**src/rtl/out_ep_irq_rollup.sv**
```systemverilog
module out_ep_irq_rollup #(
  parameter int N_EP      = 4,
  parameter int ADDR_W    = 12,
  parameter int B2B_LIMIT = 3,
  parameter int EP_BASE   = 'hB08,
  parameter int EP_STRIDE = 'h20,
  parameter int SUM_ADDR  = 'h818,
  parameter int MSK_ADDR  = 'h81C,
  parameter int SUM_LSB   = 16
) (
  input  logic              clk,
  input  logic              rst_n,
  input  logic [N_EP-1:0]   ep_enabled,
  input  logic [N_EP-1:0]   xfer_bus_done,
  input  logic [N_EP-1:0]   xfer_usb_done,
  input  logic [N_EP-1:0]   ep_disabled_ev,
  input  logic [N_EP-1:0]   setup_end_ev,
  input  logic [N_EP-1:0]   out_tok_ev,
  input  logic              ctl_setup_ev,
  input  logic              ctl_other_tok_ev,
  input  logic [ADDR_W-1:0] reg_addr,
  input  logic              reg_wr,
  input  logic [31:0]       reg_wdata,
  output logic [31:0]       reg_rdata,
  output logic              out_irq
);
  localparam int CW = $clog2(B2B_LIMIT + 1);
  localparam logic [6:0] IMPL = 7'b1011011;

  logic [6:0]          stat [N_EP];
  logic [N_EP*7-1:0]   stat_flat;
  logic                bus_seen [N_EP];
  logic                usb_seen [N_EP];
  logic [N_EP-1:0]     msk;
  logic [N_EP-1:0]     sum;
  logic [CW-1:0]       b2b_cnt;
  logic                b2b_hit;

  assign b2b_hit = ctl_setup_ev && (b2b_cnt == CW'(B2B_LIMIT));

  always_ff @(posedge clk) begin
    if (!rst_n)
      b2b_cnt <= '0;
    else if (setup_end_ev[0] || ctl_other_tok_ev)
      b2b_cnt <= '0;
    else if (ctl_setup_ev && b2b_cnt != CW'(B2B_LIMIT))
      b2b_cnt <= b2b_cnt + 1'b1;
  end

  always_ff @(posedge clk) begin
    if (!rst_n)
      msk <= '0;
    else if (reg_wr && reg_addr == ADDR_W'(MSK_ADDR))
      msk <= reg_wdata[SUM_LSB +: N_EP];
  end

  for (genvar n = 0; n < N_EP; n++) begin : g_ep
    logic       hit;
    logic       xfer;
    logic [6:0] setv;
    logic [6:0] clrv;

    assign hit  = reg_wr && reg_addr == ADDR_W'(EP_BASE + n * EP_STRIDE);
    assign xfer = (bus_seen[n] | xfer_bus_done[n]) & (usb_seen[n] | xfer_usb_done[n]);
    assign clrv = hit ? (reg_wdata[6:0] & IMPL) : 7'b0;

    always_comb begin
      setv    = '0;
      setv[0] = xfer;
      setv[1] = ep_disabled_ev[n];
      setv[3] = setup_end_ev[n];
      setv[4] = out_tok_ev[n] & ~ep_enabled[n];
      setv[6] = (n == 0) ? b2b_hit : 1'b0;
    end

    always_ff @(posedge clk) begin
      if (!rst_n) begin
        stat[n]     <= '0;
        bus_seen[n] <= 1'b0;
        usb_seen[n] <= 1'b0;
      end else begin
        stat[n]     <= (stat[n] & ~clrv) | setv;
        bus_seen[n] <= xfer ? 1'b0 : (bus_seen[n] | xfer_bus_done[n]);
        usb_seen[n] <= xfer ? 1'b0 : (usb_seen[n] | xfer_usb_done[n]);
      end
    end

    assign sum[n] = (|stat[n]) & msk[n];
    assign stat_flat[n*7 +: 7] = stat[n];
  end

  assign out_irq = |sum;

  always_comb begin
    reg_rdata = '0;
    if (reg_addr == ADDR_W'(SUM_ADDR)) reg_rdata[SUM_LSB +: N_EP] = sum;
    if (reg_addr == ADDR_W'(MSK_ADDR)) reg_rdata[SUM_LSB +: N_EP] = msk;
    for (int n = 0; n < N_EP; n++)
      if (reg_addr == ADDR_W'(EP_BASE + n * EP_STRIDE))
        reg_rdata = {24'h0, 1'b1, stat[n]};
  end
endmodule


```
**config.mk**
```make
export PLATFORM = sky130hd
export DESIGN_NAME = out_ep_irq_rollup
export DESIGN_NICKNAME = d
export VERILOG_FILES = /design/src/rtl/out_ep_irq_rollup.sv
export SDC_FILE = /design/constraint.sdc
export NUM_CORES = 1
export LEC_CHECK = 0
export ABC_AREA = 1
export ABC_CLOCK_PERIOD_IN_PS = 2400
export BUFFER_PORTS_ARGS = -buffer_cell sky130_fd_sc_hd__buf_2
export CAP_MARGIN = 5
export CORE_ASPECT_RATIO = 0.9
export CORE_MARGIN = 2
export CORE_UTILIZATION = 52
export CTS_BUF_LIST = sky130_fd_sc_hd__clkbuf_8
export DETAILED_ROUTE_END_ITERATION = 10
export PLACE_DENSITY_LB_ADDON = 0.12
export SLEW_MARGIN = 10
export SYNTH_ARGS = -nofsm -noshare
export SYNTH_HDL_FRONTEND = slang
export SYNTH_SLANG_ARGS = --single-unit
```
**constraint.sdc**
```tcl
create_clock -name clk -period 2.4 [get_ports clk]
set_input_delay 0.48 -clock clk [delete_from_list [all_inputs] [get_ports clk]]
set_output_delay 0.48 -clock clk [all_outputs]
set_load 0.01 [all_outputs]
```
-- Word level (Yosys, flattened, before mapping)
Memory sizes are Yosys's and may differ from the RTL's.
Cells that the tools add are included.
- add/sub/neg operators: 1
- $mul: 0
- div/mod/pow operators: 0
- magnitude comparators: 0
- equality and inequality tests: 8
- shift-type cells: 0
- multiplexer cells: 32
- bitwise gates (word level): 49
- reductions and logical operators: 14
- operators with widths (cell ; count):
    $mux W32 ; 3
    $eq A12 B12 Y1 const B ; 6
    $mux W7 ; 8
    $and A7 B7 Y7 ; 4
    $not A7 Y7 ; 4
    $reduce_or A7 Y1 ; 4
    $or A7 B5 Y7 ; 3
    $mux W20 ; 1
    $or A1 B1 Y1 ; 20
    $mux W1 ; 18
    $and A1 B1 Y1 ; 12
    $mux W4 ; 2
    $logic_and A1 B1 Y1 ; 7
    $or A7 B7 Y7 ; 1
    $not A1 Y1 ; 5
    $reduce_or A4 Y1 ; 1
    $add A2 B1 Y2 const B ; 1
    $eq A2 B2 Y1 const B ; 1
    $ne A2 B2 Y1 const B ; 1
    $reduce_or A2 Y1 ; 1
    $logic_or A1 B1 Y1 ; 1
- register bits after elaboration: 6
- bits in latches: 0
- memory bits (writable): 36
- ROM bits: 0
- input bits: 73
- output and inout port bits: 33
- logic and storage cells: 109
- memories kept: 3
- memory list (name ; words ; bits a word ; read ports ; clocked after Yosys merged registers in ; write ports ; line ; RTL):
    stat ; 4 ; 7 ; 4 ; 0 ; 4 ; 30 ; logic [6:0] stat [N_EP];
    bus_seen ; 4 ; 1 ; 4 ; 0 ; 4 ; 32 ; logic bus_seen [N_EP];
    usb_seen ; 4 ; 1 ; 4 ; 0 ; 4 ; 33 ; logic usb_seen [N_EP];

-- Logic depth before layout (Yosys ltp)
An unclocked memory read counts as a cell.
- depth after elaboration: 9
- depth in mapped cells: 10
- depth with buffers taken out: 9

-- Least setup slack after synthesis
No wires, ideal clock.
- path type: input -> output
- start: input port reg_addr[9]
- end: output port reg_rdata[17]
- arrival time: 1316 ps
- data required time: 1920 ps
- path slack: 604 ps
- stages on the path: 9
- path buffers: 0
- cells stage by stage: nand2_1 -> inv_2 -> nand2_4 -> nor2_4 -> nand2_1 -> nand2_1 -> nor2_2 -> nand2_1 -> nor2_1
- longest elaborated chain between the ends: 7
- elaborated cells on any way between the ends: 12
- classes of those cells: eq/ne (6); mux (6)
- RTL lines (what ; line ; RTL):
    start, declared ; 21 ; input logic [ADDR_W-1:0] reg_addr,
    $eq A12 B12 Y1 ; 96 ; if (reg_addr == ADDR_W'(SUM_ADDR)) reg_rdata[SUM_LSB +: N_EP] = sum;
    $mux W4 ; 96 ;
    $mux W4 ; 97 ; if (reg_addr == ADDR_W'(MSK_ADDR)) reg_rdata[SUM_LSB +: N_EP] = msk;
    $mux W20 ; 99 ; if (reg_addr == ADDR_W'(EP_BASE + n * EP_STRIDE))
    $mux W32 (2 in series) ; 99 ;
    $mux W32 * ; 99 ;
    end, declared ; 24 ; output logic [31:0] reg_rdata,
Mark *: on every way between the ends. The rest lies on a longest branch, timed or not.

-- Final worst setup path
- start: input port reg_addr[0]
- end: output port reg_rdata[3]
- longest elaborated chain between the ends: 5
- elaborated cells on any way between the ends: 8
- classes of those cells: eq/ne (4); mux (4)
- RTL lines (what ; line):
    $eq A12 B12 Y1 ; 99
    $mux W20 ; 99
    $mux W32 (2 in series) ; 99
    $mux W32 * ; 99
Marked as above.

==> results.md <==
* Worst-path clk slew at 60 ps
* Initial antenna violation count at 0
* CORE AREA at 4070 um^2
* Area share of and/or/nand/nor cells after synthesis at 0.428
* Multiplexer share of the synthesized area at 0
* Most frequent cells in the layout: nand2_1, buf_2, inv_1
* Die Area at 4750 um^2
* Sequential element share of the synthesized area at 0.310
* Vias in the first global route at 1882
* Flop and latch count out of synthesis at 34
* Remaining Overflow, GRT at 0
* Max_slew headroom at 0.583
* 1st-pass router iterations at 4
* Worst-Margin Slew at 624 ps
* DR top layer: met4
* Setup violators final at 0
* Vias/cell at 4.79
* Critical Path AT at approximately 1700 ps
* Root Buffer: clkbuf_8
* Seq pwr share at 0.461
* Vias after detailed routing at about 2100
* DR WL/cell at between 10 and 15 um
* Clock Skews at 4.53 ps
* Fin. Hold Viols at 0
* GP Congestion at about 0.87
* Post-synthesis compound-gate area fraction at 0.0707
* Cell Count, Final, Fillers Out at ~450
* Worst Path Required at approximately 1900 ps
* Critical path capture point type: output pin
* Switching share of total power at 0.254
* Clock latency at the later pin of the worst-skew pair at between 200 and 300 ps
* Final nets at 474
* Commonest non-fill, non-tap cell in the layout: nand2_1
* Ys Warns at 0
* HP Class: primary input to flop
* Post-CTS resize count at 0
* DRT met1 WL at 2.31 mm
* Mean area per synthesized cell at 6.41 um^2
* Largest family of logic cells by synthesized area: simple AND/OR/NAND/NOR gates
* Sink Count at 34
* CTS tree: done
* Cell Area, Synth at 2190 um^2
* Run status: complete, no violations
* Die Width at 72.5 um
* Clock buffer depth at 2
* FP Rows at 22
* RSZ-0062 raised after global routing: no
* Diode count at 0
* Comb pwr share at 0.133
* Worst hold slack at 371 ps
* Post-CTS Setup Bufs at 0
* Crit share post-route at 0.912
* WL met3 at between 300 and 400 um
* Clock network power share at 0.405
* WL met2 at 2.05 mm
* Area Overhead vs Synth at 15.9%
* Final Util at 0.624
* First-pass GRT wire length at ~8.1 mm
* Synth cell types at 26
* Placed Cells at 441
* CTS H-tree lvls at 2
* Initial Utilization at 0.538
* Cell area power density at 522 nW/um^2
* Leak at between 1 and 1.5 nW
* CP Max Fanout at 13
* Fin crit period at 2190 ps
* Cell internal pwr at 989 uW
* Post-Syn Instances at 342
* Worst Setup Start Kind: primary input
* Antenna Nets Post-Route at 0
* Fmax at between 0.4 and 0.5 GHz
* Total track usage at 0.216
* Max cap viols at 0
* Setup TNS at 0 ps
* Post-CTS Hold Buffers at 0
* DRT iter0 DRCs at 100
* Max IR drop VDD at 0.000420 V
* NetSw at 336 uW
* DRC viols at 0
* IO buf count at 60
* HPWL Detailed at 3.78 mm
* TritonCTS Buffers at 5
* Layout cells sized above 1 at 0.238
* Routed WL at 4.76 mm
* Io pins at roughly 110
* Post-synthesis adder-cell area fraction at 0.00570
* Slew Viols, Final at 0
* Die extent in y at 65.6 um
* Path type of the worst setup path: primary input to output pin
* Post-synthesis xor/xnor area fraction at 0
* Largest net degree at the start of global routing at 21
-- power by group through the flow --
stage | Sequential (mW) | Combinational (mW) | Clock (mW)
final | 0.612 | 0.177 | 0.537
after global routing | 0.614 | 0.202 | 0.573
after CTS | 0.612 | 0.176 | 0.545
after detailed placement | 0.625 | 0.175 | 0
after global placement | 0.624 | 0.173 | 0
after floorplan | 0.619 | 0.139 | 0
-- cells by family after synthesis --
group | Yosys count
flops | 34
other cells | 1
buf+inv | 82
simple gates | 195
compound gates | 29
fa+ha+maj | 1
-- routing by layer --
| metal | vias to the layer above | global-route usage |
|---|---|---|
| met5 | - | 0 |
| met4 | 0 | 0.0718 |
| met3 | 9 | 0.0521 |
| met2 | 79 | 0.336 |
| met1 | 913 | 0.293 |
| li1 | 1143 | - |
-- critical path: stages --
cell and delay [ps]:
buf_2 90, inv_1 60, nand2_1 120, nor2_8 220, nand3_1 210, inv_2 200
nor2_1 70, nand2_1 60, nand2_1 60, buf_2 140
-- state kept, by name, summed over array words and instances (netlist names) --
signal	cells
b2b_cnt	2
bus_seen	4
msk	4
stat	20
usb_seen	4
-- per-stage QoR --
stage	setup slack [ps]	instance area (um^2)	total power, mW
CTS	226	2540	1.33
global placement	247	2430	0.797
global route	97.1	2540	1.39
finish	211	2540	1.33
detailed placement	231	2430	0.800
floorplan	604	2270	0.757
-- final cells by class --
| type | count | area (um^2) |
|---|---|---|
| Fill cell | 405 | 1530 |
| Multi-Input combinational cell | 247 | 1190 |
| Sequential cell | 34 | 681 |
| Timing Repair Buffer | 61 | 308 |
| Inverter | 51 | 191 |
| Clock buffer | 6 | 82.6 |
| Tap cell | 48 | 60.1 |
| Clock inverter | 1 | 30.0 |
-- path summary, 6_finish.rpt --
check	startpoint	depth (start not counted)	end	slack, ps
max	reg_addr[0]	10	reg_rdata[3]	210
min	xfer_usb_done[2]	2	bus_seen[2]	370
max reg2reg	b2b_cnt[0]	4	b2b_cnt[0]	1390
min reg2reg	usb_seen[1][0]	1	bus_seen[2]	420
-- synth_stat cells --
library cell   n  area (um^2)
inv_2          6         22.5
o21a_1         1         7.51
buf_6          1         11.3
o211ai_1       3         22.5
inv_1         45          169
buf_4         22          165
buf_2          4         20.0
ha_1           1         12.5
nand4_1       16          100
nand3_4        1         17.5
buf_1          1         3.75
nor2_4         4         45.0
nor2_2         9         56.3
nand3_1       24          120
nor2_8         2         40.0
nand2_1       81          304
o21ai_1        3         15.0
dfxtp_1       34          681
o21ai_0        2         10.0
nor3_1        12         60.1
a21oi_1       20          100
clkbuf_1       3         11.3
nand2_4        2         22.5
nor2_1        41          154
nand2_2        3         18.8
conb_1         1         3.75
Power figures use the tool's default switching activity.
